<file path="src/rtl/mtp_pkg.sv">
package mtp_pkg;
    typedef enum logic [2:0] {
        MD_STANDBY,
        MD_READ,
        MD_IDENT,
        MD_PROG,
        MD_ERASE,
        MD_INHIBIT
    } mtp_mode_e;

    typedef enum logic [1:0] {
        PS_IDLE,
        PS_PROG,
        PS_ERASE
    } pulse_state_e;

    localparam logic [7:0] MFR_CODE = 8'hBF;
endpackage

</file>
<file path="src/rtl/mtp_mode_dec.sv">
module mtp_mode_dec
    import mtp_pkg::*;
(
    input  logic      cen_n,
    input  logic      oen_n,
    input  logic      hv_supply,
    input  logic      hv_a9,
    output mtp_mode_e mode,
    output logic      drive_en
);
    always_comb begin
        if (cen_n)
            mode = MD_STANDBY;
        else if (hv_supply && hv_a9)
            mode = MD_ERASE;
        else if (hv_supply && oen_n)
            mode = MD_PROG;
        else if (hv_supply)
            mode = MD_INHIBIT;
        else if (hv_a9)
            mode = MD_IDENT;
        else
            mode = MD_READ;
    end

    assign drive_en = ((mode == MD_READ) || (mode == MD_IDENT)) && !oen_n;
endmodule

</file>
<file path="src/rtl/mtp_pulse_ctl.sv">
module mtp_pulse_ctl
    import mtp_pkg::*;
#(
    parameter int ADDR_W    = 6,
    parameter int PROG_CYC  = 20,
    parameter int ERASE_CYC = 100
) (
    input  logic              clk,
    input  logic              rst_n,
    input  mtp_mode_e         mode,
    input  logic              pstb_n,
    input  logic [ADDR_W-1:0] addr,
    input  logic [7:0]        din,
    output logic              wr_fire,
    output logic              erase_fire,
    output logic [ADDR_W-1:0] wr_addr,
    output logic [7:0]        wr_data,
    output logic              busy
);
    localparam int MAX_CYC = (ERASE_CYC > PROG_CYC) ? ERASE_CYC : PROG_CYC;
    localparam int CNT_W   = $clog2(MAX_CYC + 1);
    localparam logic [CNT_W-1:0] CNT_SAT  = CNT_W'(MAX_CYC);
    localparam logic [CNT_W-1:0] PROG_MIN = CNT_W'(PROG_CYC);
    localparam logic [CNT_W-1:0] ERS_MIN  = CNT_W'(ERASE_CYC);

    typedef struct packed {
        pulse_state_e      st;
        logic [CNT_W-1:0]  cnt;
        logic              stb;
        logic [ADDR_W-1:0] a;
        logic [7:0]        d;
    } ctl_t;

    ctl_t ctl_d, ctl_q;
    logic fall;

    assign fall = ctl_q.stb && !pstb_n;

    always_comb begin
        ctl_d      = ctl_q;
        ctl_d.stb  = pstb_n;
        wr_fire    = 1'b0;
        erase_fire = 1'b0;
        unique case (ctl_q.st)
            PS_IDLE: begin
                if (fall && (mode == MD_PROG)) begin
                    ctl_d.st  = PS_PROG;
                    ctl_d.cnt = CNT_W'(1);
                    ctl_d.a   = addr;
                    ctl_d.d   = din;
                end else if (fall && (mode == MD_ERASE)) begin
                    ctl_d.st  = PS_ERASE;
                    ctl_d.cnt = CNT_W'(1);
                end
            end
            PS_PROG, PS_ERASE: begin
                if (pstb_n) begin
                    ctl_d.st = PS_IDLE;
                    if (ctl_q.st == PS_PROG)
                        wr_fire = (ctl_q.cnt >= PROG_MIN);
                    else
                        erase_fire = (ctl_q.cnt >= ERS_MIN);
                end else if ((ctl_q.st == PS_PROG && mode != MD_PROG) ||
                             (ctl_q.st == PS_ERASE && mode != MD_ERASE)) begin
                    ctl_d.st = PS_IDLE;
                end else if (ctl_q.cnt != CNT_SAT) begin
                    ctl_d.cnt = ctl_q.cnt + CNT_W'(1);
                end
            end
            default: ctl_d.st = PS_IDLE;
        endcase
    end

    always_ff @(posedge clk or negedge rst_n) begin
        if (!rst_n) begin
            ctl_q     <= '0;
            ctl_q.st  <= PS_IDLE;
            ctl_q.stb <= 1'b1;
        end else begin
            ctl_q <= ctl_d;
        end
    end

    assign wr_addr = ctl_q.a;
    assign wr_data = ctl_q.d;
    assign busy    = (ctl_q.st != PS_IDLE);
endmodule

</file>
<file path="src/rtl/mtp_array.sv">
module mtp_array #(
    parameter int ADDR_W = 6
) (
    input  logic              clk,
    input  logic              rst_n,
    input  logic              wr_fire,
    input  logic              erase_fire,
    input  logic [ADDR_W-1:0] wr_addr,
    input  logic [7:0]        wr_data,
    input  logic [ADDR_W-1:0] rd_addr,
    output logic [7:0]        rd_data
);
    localparam int DEPTH = 1 << ADDR_W;

    logic [7:0] mem_d [DEPTH];
    logic [7:0] mem_q [DEPTH];

    always_comb begin
        for (int i = 0; i < DEPTH; i++) begin
            if (erase_fire)
                mem_d[i] = 8'hFF;
            else if (wr_fire && (wr_addr == ADDR_W'(i)))
                mem_d[i] = mem_q[i] & wr_data;
            else
                mem_d[i] = mem_q[i];
        end
    end

    always_ff @(posedge clk or negedge rst_n) begin
        if (!rst_n) begin
            for (int i = 0; i < DEPTH; i++) mem_q[i] <= 8'hFF;
        end else begin
            for (int i = 0; i < DEPTH; i++) mem_q[i] <= mem_d[i];
        end
    end

    assign rd_data = mem_q[rd_addr];
endmodule

</file>
<file path="src/rtl/mtp_byte_store.sv">
module mtp_byte_store
    import mtp_pkg::*;
#(
    parameter int         ADDR_W    = 6,
    parameter logic [7:0] DEV_CODE  = 8'hA5,
    parameter int         PROG_CYC  = 20,
    parameter int         ERASE_CYC = 100
) (
    input  logic              clk,
    input  logic              rst_n,
    input  logic              cen_n,
    input  logic              oen_n,
    input  logic              pstb_n,
    input  logic              hv_supply,
    input  logic              hv_a9,
    input  logic [ADDR_W-1:0] addr,
    input  logic [7:0]        dq_in,
    output logic [7:0]        dq_out,
    output logic              dq_oe,
    output logic              busy
);
    generate
        if (DEV_CODE != 8'hA4 && DEV_CODE != 8'hA5 && DEV_CODE != 8'hA6) begin : g_bad_code
            $error("DEV_CODE must be one of 0xA4, 0xA5, 0xA6");
        end
    endgenerate

    mtp_mode_e         mode;
    logic              wr_fire, erase_fire;
    logic [ADDR_W-1:0] wr_addr;
    logic [7:0]        wr_data, rd_data;

    mtp_mode_dec u_dec (
        .cen_n     (cen_n),
        .oen_n     (oen_n),
        .hv_supply (hv_supply),
        .hv_a9     (hv_a9),
        .mode      (mode),
        .drive_en  (dq_oe)
    );

    mtp_pulse_ctl #(
        .ADDR_W    (ADDR_W),
        .PROG_CYC  (PROG_CYC),
        .ERASE_CYC (ERASE_CYC)
    ) u_ctl (
        .clk        (clk),
        .rst_n      (rst_n),
        .mode       (mode),
        .pstb_n     (pstb_n),
        .addr       (addr),
        .din        (dq_in),
        .wr_fire    (wr_fire),
        .erase_fire (erase_fire),
        .wr_addr    (wr_addr),
        .wr_data    (wr_data),
        .busy       (busy)
    );

    mtp_array #(.ADDR_W(ADDR_W)) u_arr (
        .clk        (clk),
        .rst_n      (rst_n),
        .wr_fire    (wr_fire),
        .erase_fire (erase_fire),
        .wr_addr    (wr_addr),
        .wr_data    (wr_data),
        .rd_addr    (addr),
        .rd_data    (rd_data)
    );

    always_comb begin
        if (mode == MD_IDENT)
            dq_out = addr[0] ? DEV_CODE : MFR_CODE;
        else
            dq_out = rd_data;
    end
endmodule

</file>
<file path="config.mk">
export PLATFORM = sky130hd
export DESIGN_NAME = mtp_byte_store
export DESIGN_NICKNAME = d
export VERILOG_FILES = /design/src/rtl/mtp_pkg.sv /design/src/rtl/mtp_mode_dec.sv /design/src/rtl/mtp_pulse_ctl.sv /design/src/rtl/mtp_array.sv /design/src/rtl/mtp_byte_store.sv
export SDC_FILE = /design/constraint.sdc
export NUM_CORES = 1
export LEC_CHECK = 0
export BUFFER_PORTS_ARGS = -buffer_cell sky130_fd_sc_hd__buf_2
export CAP_MARGIN = 20
export CELL_PAD_IN_SITES_DETAIL_PLACEMENT = 1
export CELL_PAD_IN_SITES_GLOBAL_PLACEMENT = 2
export CORE_MARGIN = 2
export CORE_UTILIZATION = 45
export DETAILED_ROUTE_END_ITERATION = 8
export GPL_TIMING_DRIVEN = 0
export PLACE_DENSITY = 0.85
export SYNTH_ARGS = -nofsm -noshare
export SYNTH_HDL_FRONTEND = slang
export SYNTH_HIERARCHICAL = 1
export SYNTH_SLANG_ARGS = --single-unit
</file>
<file path="constraint.sdc">
create_clock -name clk -period 5 [get_ports clk]
set_clock_uncertainty 0.15 [all_clocks]
set_input_delay 0 -clock clk [delete_from_list [all_inputs] [get_ports clk]]
set_output_delay 0 -clock clk [all_outputs]
set_load 0.02 [all_outputs]
</file>
---- After elaboration in Yosys (flattened, before gate mapping) ----
Index checks and enable logic that the tools add are counted.
word-level totals
  register bits after elaboration ......... 536
  bits of input ports ..................... 21
  RAM bits ................................ 0
  latch bits .............................. 0
  output and inout port bits .............. 10
  memory bits (read-only) ................. 0
  memories ................................ 0
operators by class
  $lt $le $gt $ge ......................... 3
  multipliers ............................. 0
  reduce and logical (&&, ||, !) cells .... 148
  eq/ne operators ......................... 77
  shift operators ......................... 0
  divide/modulo/power cells ............... 0
  muxes and demuxes ....................... 153
  add/sub/neg operators ................... 1
  bitwise logic cells ..................... 65
operators with widths
  operator                                              number
  2-to-1 mux 8 bit                                      131
  AND 8 bit                                             64
  == test 6 bit (second input constant)                 32
  nonzero test 2 bit                                    66
  == test 6 x 5 -> 1 bit (second input constant)        16
  logical AND 1 bit                                     72
  binary-select mux 8 bit (select 6 bit)                1
  == test 6 x 4 -> 1 bit (second input constant)        8
  == test 6 x 3 -> 1 bit (second input constant)        4
  2-to-1 mux 7 bit                                      3
  2-to-1 mux 9 bit                                      2
  >= comparator 7 bit (second input constant)           2
  case mux 7 bit (2 select lines)                       1
  == test 6 x 2 -> 1 bit (second input constant)        2
  2-to-1 mux 3 bit                                      4
  adder 7 x 1 -> 7 bit (second input constant)          1
  >= comparator 7 x 5 -> 1 bit (second input constant)  1
  inequality test 7 bit (second input constant)         1
  inverter 6 -> 7 bit                                   1
  == test 3 x 2 -> 1 bit (second input constant)        2
  == test 6 x 1 -> 1 bit (second input constant)        1
  zero test 6 bit                                       1
  2-to-1 mux 1 bit                                      6
  2-to-1 mux 2 bit                                      3
  other kinds (17)                                      22

---- Longest topological paths before layout ----
Gate-level depths: netlist of run 1.
  depth after elaboration ................. 11
  gate-level depth with buffers ........... 11
  mapped depth without buffers ............ 9

---- Cells and area by module ----
The synthesis of run 1 kept the hierarchy.
modules (own cells, without submodules)
  module          instances  cells each  area each (µm²)  sequential area each (µm²)
  mtp_array       1          2,067       24,212.0         13,452.9
  mtp_pulse_ctl   1          121         1,331.3          601.8
  mtp_byte_store  1          11          81.3             0.0
  mtp_mode_dec    1          7           50.0             0.0

---- Worst setup path before layout of run 1 ----
OpenSTA, ideal clock, no wires.
  path kind ............................... register to register
  start ................................... register u_ctl/ctl_q[23] in the netlist's numbering
  end ..................................... register u_arr/mem_q[376] in the netlist's numbering
  arrival time ............................ 2.269 ns
  period minus slack after synthesis ...... 2.499 ns
  cell stages (with the launch flop) ...... 12
  setup slack ............................. 2.501 ns
  cell sequence ........................... dfrtp_1 inv_1 ha_1 clkbuf_1 nand3_1 a21oi_1 and3b_1 clkbuf_1 clkbuf_1 nand2_1 o21ai_0 nand2b_1
on the way
  cells in the longest elaborated chain, start to end .. 6
  elaborated cells on any way between the ends .. 12
ends and longest elaborated chain
  what                                   line                                      source
  start, declared                        mtp_pulse_ctl.sv:34                       ctl_t ctl_d, ctl_q;
  start signal, assigned                 mtp_pulse_ctl.sv:80                       ctl_q <= ctl_d;
  == test 2 x 1 -> 1 bit                 mtp_pulse_ctl.sv:44, mtp_pulse_ctl.sv:59
  2-to-1 mux 1 bit                       mtp_pulse_ctl.sv:59                       if (ctl_q.st == PS_PROG)
  2-to-1 mux 1 bit                       mtp_pulse_ctl.sv:57                       if (pstb_n) begin
  2-to-1 mux 1 bit *                     mtp_pulse_ctl.sv:44                       unique case (ctl_q.st)
  net wr_fire                            mtp_byte_store.sv:29                      logic wr_fire, erase_fire;
  logical AND 1 bit *                    mtp_array.sv:22                           else if (wr_fire && (wr_addr == ADDR_W'(i)))
  nonzero test 2 bit (no source line) *  n/a
  end, declared                          mtp_array.sv:16                           logic [7:0] mem_q [DEPTH];
The timed path passes the listed nets; every way through them passes the cells marked *.
A chain may end at the register's enable or synchronous reset.

---- Worst setup path after layout of run 1 ----
  start ................................... register u_ctl/ctl_q[23] in the netlist's numbering
  end ..................................... register u_arr/mem_q[128] in the netlist's numbering
The elaborated chain is that of the path after synthesis.

==> metrics.txt, run 1 <==
Via Count 18908; initial antenna violation count 1; # port buffers 30; setup tns final 0 ps; Clock transition at path regs 60 ps; pwr/cell area 618 mW/mm^2; PostCTS Resize Cnt 0; global-route wire length before repair 132000 um; compound-cell area share of the yosys netlist 12.5%; Layout area overhead 13.0%; Rel. slew slack 18.3%; Final setup viols 0; total power 17.9 mW; Post-Syn Area 0.0257 sq mm; number of max-cap violations 0; Synthesized Nets 2232; Global Route Usage Sum 29.7%; Critical Path Start Type flip-flop; multiplexer share of the synthesized area 13.1%; final WL 86900 um; core area 0.0564 sq mm; post-synthesis xor/xnor area fraction 0%; min Tclk post-route 4010 ps; root buffer cell clkbuf_16; Post-CTS Setup Bufs 0; CP Class flip-flop to flip-flop; register area 0.0141 sq mm; Die Y 243 um; initial DRC count 1250; cts hold-fix bufs 25; Post-Synth Adder-Cell Area 0.244%; HP Class input pin to flip-flop; DIE AREA 0.0590 sq mm; Num Clock Sinks 536; drt wl/cell 27.8 um; fillers 6047; Crit path arrival time 4390 ps; Chip Width 243 um; CTS Buf Count 56; 1st-pass router iterations 5; clock buffer depth 3; Worst setup EP type flip-flop; layout cells sized above 1 36.0%; status completed; Async SR Flop Fraction 100%; hpwl dp 59600 um; CTS tree yes; Core Rows 87; DP Cell Count 3002; drt drc 0; fin nets 2355; upper clock frequency limit 249 MHz; Ports 31; Multi-input gate area 0.0108 sq mm; leakage power 11.5 nW; Post-Synth Simple-Gate Area 16.0%; RSZ-0062 raised after global routing no; Worst EP required 5380 ps; remaining global-route overflow 0; vias in the first global route 20646; Initial Utilization 45.5%; Post-Synthesis Cells 2206; EDFF count, synth 0; placer congestion estimate 0.886; count of final hold-check violations 0; Yosys cell types 53; Non-Filler Instances 3126; Yosys reg bits 536; CTS H-tree lvls 2; Slew Limit Fails 0; average size of a mapped cell 11.6 sq um; Ys Warns 6; largest family of logic cells by synthesized area simple AND/OR/NAND/NOR gates; worst skew pair latency 620 ps; crit-path max FO 10; Main synth FF type dfstp_2; Worst VDD drop 0.000339 V; pin count of the biggest net entering global routing 132; post-synthesis sequential area ratio 54.7%; Via density 6.05; Tcrit/Tclk final 80.2%; Worst Tran Pin Value 1220 ps; Antenna Nets Post-Route 0
==> layout by cell type (no fill, tap or decap), types with 9 or more instances in the layout <==
cell type	instances
a211oi_1	9
buf_2	49
buf_4	22
clkbuf_1	154
clkbuf_16	58
clkbuf_8	12
dfrtp_1	23
dfstp_2	513
dlygate4sd3_1	25
mux2_2	38
mux2i_1	14
mux4_2	124
nand2_1	75
nand2b_1	522
nand3_1	10
nor2_1	22
nor2b_1	10
nor3_1	19
o21ai_0	528
o22ai_1	16
==> metal layers <==
layer	up-vias	wire length (um)	GRT usage (%)
met4	0	4010	13.1
met1	10175	36300	39.0
li1	7951	-	-
met3	187	4960	4.98
met2	595	41700	48.8
met5	-	0	0
==> metrics by stage <==
stage / setup WS, ps / utilization (%) / area (sq um) / hold WS, ps
finish: 988 / 51.5 / 29000 / 31.2
global route: 677 / 51.5 / 29000 / 44.6
CTS: 1050 / 51.5 / 29000 / 5.58
detailed placement: 1040 / 47.8 / 27000 / 5.14
global placement: -6640 / 47.5 / 26800 / 3.37
floorplan: 2500 / - / 25700 / -446
==> report_power, final <==
part           switching (mW)  total, mW  internal [mW]
sequential               1.11       8.85           7.74
clock                    1.76       4.21           2.45
combinational            2.71       4.89           2.18
total                    5.57       17.9           12.4
==> final cells by class <==
type,count,area share [%]
antenna,1,0.00862
buffer,181,2.88
clock buffer,92,5.85
clock inverter,6,0.388
inverter,6,0.0776
multi-input combinational,1483,37.1
sequential,536,48.4
tap,756,3.26
timing repair buffer,65,1.97
==> sequential cells by signal, summed over array words and instances (netlist names) <==
register,count
u_arr/mem_q,512
u_ctl/wr_data,8
u_ctl/wr_addr,6
u_ctl/ctl_q,10
==> worst max-delay path, cell delays in order (launching register included) <==
cell	delay, ps
dfrtp_1	370
inv_1	70
ha_1	330
clkbuf_1	370
nand3_1	120
a21oi_1	590
nand2_1	120
nor2_1	420
clkbuf_1	530
nand2_1	460
o21ai_0	290
nand2b_1	100
==> path summary, 6_finish.rpt <==
path | startpoint | endpoint | slack, ps | depth (start not counted)
setup / recovery | u_ctl/ctl_q[23] | u_arr/mem_q[128] | 990 | 11
hold / removal | hv_a9 | u_ctl/ctl_q[15] | 30 | 6
setup reg to reg | u_ctl/ctl_q[23] | u_arr/mem_q[128] | 990 | 11
hold reg to reg | u_arr/mem_q[279] | u_arr/mem_q[279] | 330 | 2
max in group asynchronous | rst_n | u_arr/mem_q[459] | 3450 | 4
min in group asynchronous | rst_n | u_arr/mem_q[197] | 160 | 2
==> kinds of logic (layout without fill, tap and decap cells) <==
kind of cell / after synthesis / in the layout
compound gates: 608 / 608
mux: 176 / 176
other cells: 0 / 1
fa+ha+maj: 5 / 5
buf+inv: 187 / 350
flops: 536 / 536
simple gates: 694 / 694
==> cells in the mapped netlist (2+ instances only) <==
cell type,number,area share (%)
nor3b_2,3,0.15
nand3b_1,3,0.088
buf_1,4,0.058
mux4_2,124,11
o221ai_1,8,0.27
nor3_1,19,0.37
inv_1,6,0.088
ha_1,5,0.24
a211oi_1,9,0.26
nand2_1,75,1.1
or3b_1,2,0.068
a211o_1,2,0.068
clkbuf_1,132,1.9
or2_2,4,0.097
a22oi_1,8,0.23
o22ai_1,16,0.39
mux2i_1,14,0.55
a221oi_1,4,0.14
nand2b_1,522,13
o21ai_0,528,10
buf_6,7,0.31
nor2_1,22,0.32
nand3_1,10,0.19
dfrtp_1,23,2.2
o21ai_1,8,0.16
and3_1,7,0.17
a21oi_1,5,0.097
and2_1,2,0.049
mux2_2,38,1.7
o211ai_1,6,0.18
o31ai_1,2,0.058
or3b_2,2,0.068
buf_2,20,0.39
or2b_1,4,0.12
buf_4,17,0.50
dfstp_2,513,53
a21o_1,7,0.20
nor2b_1,10,0.24
Power figures use the tool's default switching activity.
==> run 2: changes to the inputs <==
--- a/config.mk
+++ b/config.mk
@@ -10,10 +10,10 @@
 export CELL_PAD_IN_SITES_DETAIL_PLACEMENT = 1
 export CELL_PAD_IN_SITES_GLOBAL_PLACEMENT = 2
 export CORE_MARGIN = 2
-export CORE_UTILIZATION = 45
+export CORE_UTILIZATION = 40
 export DETAILED_ROUTE_END_ITERATION = 8
 export GPL_TIMING_DRIVEN = 0
-export PLACE_DENSITY = 0.85
+export PLACE_DENSITY = 0.8
 export SYNTH_ARGS = -nofsm -noshare
 export SYNTH_HDL_FRONTEND = slang
 export SYNTH_HIERARCHICAL = 1
==> constraint.sdc (replaced) <==
create_clock -name clk -period 3.4 [get_ports clk]
set_clock_uncertainty 0.15 [all_clocks]
set_input_delay 0 -clock clk [delete_from_list [all_inputs] [get_ports clk]]
set_output_delay 0 -clock clk [all_outputs]
set_load 0.02 [all_outputs]
==> run 2 against run 1 <==
Net effect:
- die area increased by 12%
- register-to-register slack lost 720 ps
- clock power up 67%
- power up 51%
==> metrics.txt, run 2 (synthesis results as in run 1) <==
status completed; min Tclk post-route 3310 ps; RSZ-0062 raised after global routing no; initial DRC count 1421; vias in the first global route 20313; Via Count 18665; Final Util 46.6%; r2r setup slk 270 ps; Initial Utilization 40.6%; WHS 25.2 ps; Non-Filler Instances 3229; Via density 5.78; Die Y 257 um; Critical R2R Capture u_arr/mem_q[342]; Placed Area 0.0271 sq mm; Critical Path Max Stage Delay 570 ps; Tcrit/Tclk final 97.5%; Crit path arrival time 3160 ps; # port buffers 30; Chip Width 257 um; CP most frequent cell buf_2; CTS Buf Count 58; crit path buf inv count 5; worst reg2reg path depth 10; Worst EP required 3250 ps; drt wl/cell 27.2 um; crit path cell chain buf_2 > buf_2 > buf_2 > buf_2 > mux2_2 > a221oi_1 > a211oi_1 > a21o_1 > or2b_1 > buf_2; Rel. slew slack 20.0%; most frequent cells in the layout o21ai_0 (527), nand2b_1 (522), dfstp_2 (513); placer congestion estimate 0.901; CP Class input pin to primary output; Antenna Nets Post-Route 0; Place WS -594 ps; total power 27.2 mW; Num Clock Sinks 536; max reg flops 512; setup tns final 0 ps; core area 0.0633 sq mm; post-route setup slack 86.4 ps; CP Launch Point addr[1]; fin nets 2359; DIE AREA 0.0662 sq mm; crit-path max FO 10; CTS H-tree lvls 2; most common cell after layout, fill and taps aside o21ai_0; Critical Path Start Type input pin; count of final hold-check violations 0; Slew Limit Fails 0; HP Class input pin to flip-flop; drt drc 0; final WL 87900 um; Global Route Usage Sum 26.8%; Final setup viols 0; Worst Tran Pin Value 1200 ps; number of max-cap violations 0; DP Cell Count 3093; slowest stage cell, crit path a221oi_1; Hold Crit Depth 3; leakage power 11.7 nW; 1st-pass router iterations 7; Ports 31; Worst R2R Start u_ctl/ctl_q[23]; root buffer cell clkbuf_16; Post-CTS Setup Bufs 0; CTS tree yes; pwr/cell area 920 mW/mm^2; Worst VDD drop 0.000423 V; largest reg by FF count u_arr/mem_q; critical path's top delay family buffers and inverters; initial antenna violation count 2; post-route cell area 0.0295 sq mm; clock buffer depth 3; Core Rows 92; Layout area overhead 15.0%; upper clock frequency limit 302 MHz; crit path to dq_out[0]; Clock transition at path regs 60 ps; WP depth 10; worst skew pair latency 620 ps; global-route wire length before repair 133000 um; Worst setup EP type primary output; layout cells sized above 1 37.2%; pin count of the biggest net entering global routing 115; hpwl dp 60300 um; remaining global-route overflow 0
[run 2: changes by cell type in the layout (fill, tap and decap cells not counted), sizes merged]
cell | before | now
clkinv | 1 | 11
bufinv | 3 | 10
clkbuf | 224 | 218
diode | 1 | 3
dlygate4sd3 | 25 | 27
inv | 8 | 6
[run 2: layout make-up]
type | count | area, sq um
timing repair buffer | 68 | 621
sequential | 536 | 14100
antenna | 3 | 7.51
tap | 846 | 1060
buffer | 180 | 846
fill | 6746 | 33800
clock buffer | 86 | 1760
clock inverter | 21 | 355
inverter | 6 | 22.5
multi-input combinational | 1483 | 10800
[run 2: repair_timing]
| item | 4_1_cts | 5_1_grt |
|---|---|---|
| resized for setup | 12 | 10 |
| gates cloned | 0 | 0 |
| hold endpoints to repair | 202 | 0 |
| hold buffers | 27 | 0 |
| setup endpoints to repair | 411 | 93 |
[run 2: how the worst min path moves through the flow]
| stage | startpoint | endpoint | slack (ps) |
|---|---|---|---|
| floorplan | rst_n | u_ctl/ctl_q[15] | -450 |
| global placement | pstb_n | u_ctl/ctl_q[14] | 5 |
| detailed placement | pstb_n | u_ctl/ctl_q[14] | 20 |
| CTS | dq_in[0] | u_ctl/wr_data[0] | 20 |
| global route | dq_in[4] | u_ctl/wr_data[4] | 30 |
| finish | dq_in[4] | u_ctl/wr_data[4] | 30 |
[run 2: layer usage]
metal	up-vias	share of wire, %	global-route usage (%)
li1	7978	-	-
met1	9990	43	35.5
met2	514	47	43.1
met3	183	5.7	5.22
met4	0	4.3	11.3
met5	-	0	0
[run 2: tightest hold or removal path: stages]
cell	delay, ps
dlygate4sd3_1	520
buf_2	110
mux2_2	130
[run 2: where the power goes]
group	internal (mW)	total (mW)	switching, mW
Combinational	3.21	7.16	3.95
Clock	4.32	7.01	2.69
Sequential	11.4	13.0	1.60
==> run 3: changes to the inputs <==
--- a/config.mk
+++ b/config.mk
@@ -8,12 +8,12 @@
 export BUFFER_PORTS_ARGS = -buffer_cell sky130_fd_sc_hd__buf_2
 export CAP_MARGIN = 20
 export CELL_PAD_IN_SITES_DETAIL_PLACEMENT = 1
-export CELL_PAD_IN_SITES_GLOBAL_PLACEMENT = 2
+export CELL_PAD_IN_SITES_GLOBAL_PLACEMENT = 1
 export CORE_MARGIN = 2
-export CORE_UTILIZATION = 40
+export CORE_UTILIZATION = 45
 export DETAILED_ROUTE_END_ITERATION = 8
 export GPL_TIMING_DRIVEN = 0
-export PLACE_DENSITY = 0.8
+export PLACE_DENSITY = 0.77
 export SYNTH_ARGS = -nofsm -noshare
 export SYNTH_HDL_FRONTEND = slang
 export SYNTH_HIERARCHICAL = 1
==> run 3 against run 2 <==
Net effect:
- routed wire length down 3.0%
- setup slack got worse by 67 ps
- flip-flop and latch count stayed put
- non-clock buffer count is the same
- critical path depth rose by 1
- first-iteration DRC count up 18%
- hold slack improved by 22 ps
- clock-buffer cell count down 2
- sequential power about the same
- fmax fell by 2.0%
- critical path type unchanged
- largest cell class unchanged
==> metrics.txt, run 3 (synthesis results as in run 1) <==
status completed; Worst VDD drop 0.000479 V; Worst Tran Pin Value 1270 ps; Final Util 51.7%; Antenna Nets Post-Route 0; total power 26.7 mW; worst skew pair latency 630 ps; Crit path arrival time 3230 ps; most frequent cells in the layout o21ai_0 (527), nand2b_1 (522), dfstp_2 (513); GRT busiest layer met2; register area 0.0141 sq mm; Num Clock Sinks 536; Tcrit/Tclk final 99.4%; # diodes 0; initial antenna violation count 0; drt wl/cell 27.2 um; WHS 47.3 ps; Slew Limit Fails 0; pin count of the biggest net entering global routing 127; DIE AREA 0.0590 sq mm; initial DRC count 1674; Final setup viols 0; leakage power 11.6 nW; Worst setup EP type primary output; clock buffer depth 3; Global Route Usage Sum 29.2%; met2 usage 47.5%; Die Y 243 um; CP Class input pin to primary output; fin nets 2358; layout cells sized above 1 36.6%; placer congestion estimate 0.978; upper clock frequency limit 296 MHz; Via density 6.05; HP Class input pin to flip-flop; remaining global-route overflow 0; GR Util met1 38.5%; CTS Buf Count 57; hpwl dp 59000 um; most common cell after layout, fill and taps aside o21ai_0; Non-Filler Instances 3130; DP Cell Count 3000; final WL 85300 um; post-route cell area 0.0292 sq mm; Critical Path Start Type input pin; number of max-cap violations 0; max reg flops 512; Core Rows 87; Layout area overhead 13.6%; drt drc 0; min Tclk post-route 3380 ps; largest reg by FF count u_arr/mem_q; CTS tree yes; Via Count 18921; Chip Width 243 um; Placed Area 0.0269 sq mm; Clock transition at path regs 60 ps; Multi-input gate area 0.0108 sq mm; Hold Crit Depth 3; global-route wire length before repair 129000 um; RSZ-0062 raised after global routing yes; post-route setup slack 19.1 ps; pwr/cell area 914 mW/mm^2; Initial Utilization 45.5%; count of final hold-check violations 0; root buffer cell clkbuf_16; core area 0.0564 sq mm; # port buffers 30; fillers 5988; Place WS -283 ps; Rel. slew slack 15.0%; setup tns final 0 ps; Worst EP required 3250 ps; crit-path max FO 10; CTS H-tree lvls 2; 1st-pass router iterations 6; met3 GRT Util 4.52%; Ports 31; worst reg2reg path depth 10; vias in the first global route 20511
-- run 3: what timing repair did --
action                                  in CTS  in global routing
gates resized for setup                      5                 10
setup buffers                                0                  0
endpoints found under the hold margin      232                  0
hold buffers                                27                  0
endpoints found under the setup margin     448                298
-- run 3: worst max-delay path, cell delays in order --
cell and delay [ps]:
buf_2 110, buf_2 240, buf_2 460, buf_2 530
mux4_2 400, mux2i_1 170, mux2i_1 150, o211ai_1 480
o21ai_1 230, or2b_1 270, buf_2 160
-- run 3: layer usage --
| metal | routed length (um) | share of wire, % |
|---|---|---|
| met1 | 35100 | 41 |
| met2 | 40700 | 48 |
| met3 | 5360 | 6.3 |
| met4 | 4130 | 4.8 |
| met5 | 0 | 0 |
-- run 3: final cells by class --
type | count | area share, %
multi-input combinational | 1483 | 37.0
sequential | 536 | 48.2
timing repair buffer | 68 | 2.11
tap | 756 | 3.24
clock buffer | 84 | 5.62
clock inverter | 17 | 0.905
inverter | 6 | 0.0772
buffer | 180 | 2.88
-- run 3: final timing paths --
check,startpoint,to,slack (ps)
min,dq_in[2],u_ctl/wr_data[2],50
max,addr[1],dq_out[2],20
min in group asynchronous,rst_n,u_arr/mem_q[125],90
max in group asynchronous,rst_n,u_arr/mem_q[396],1890
max reg2reg,u_ctl/ctl_q[23],u_arr/mem_q[329],140
min reg2reg,u_arr/mem_q[421],u_arr/mem_q[421],330
-- run 3: power breakdown --
part	switching, mW	internal, mW	leakage [nW]
Clock	2.63	3.77	0.931
Combinational	3.98	3.21	4.99
Sequential	1.67	11.4	5.68
Total	8.28	18.4	11.6
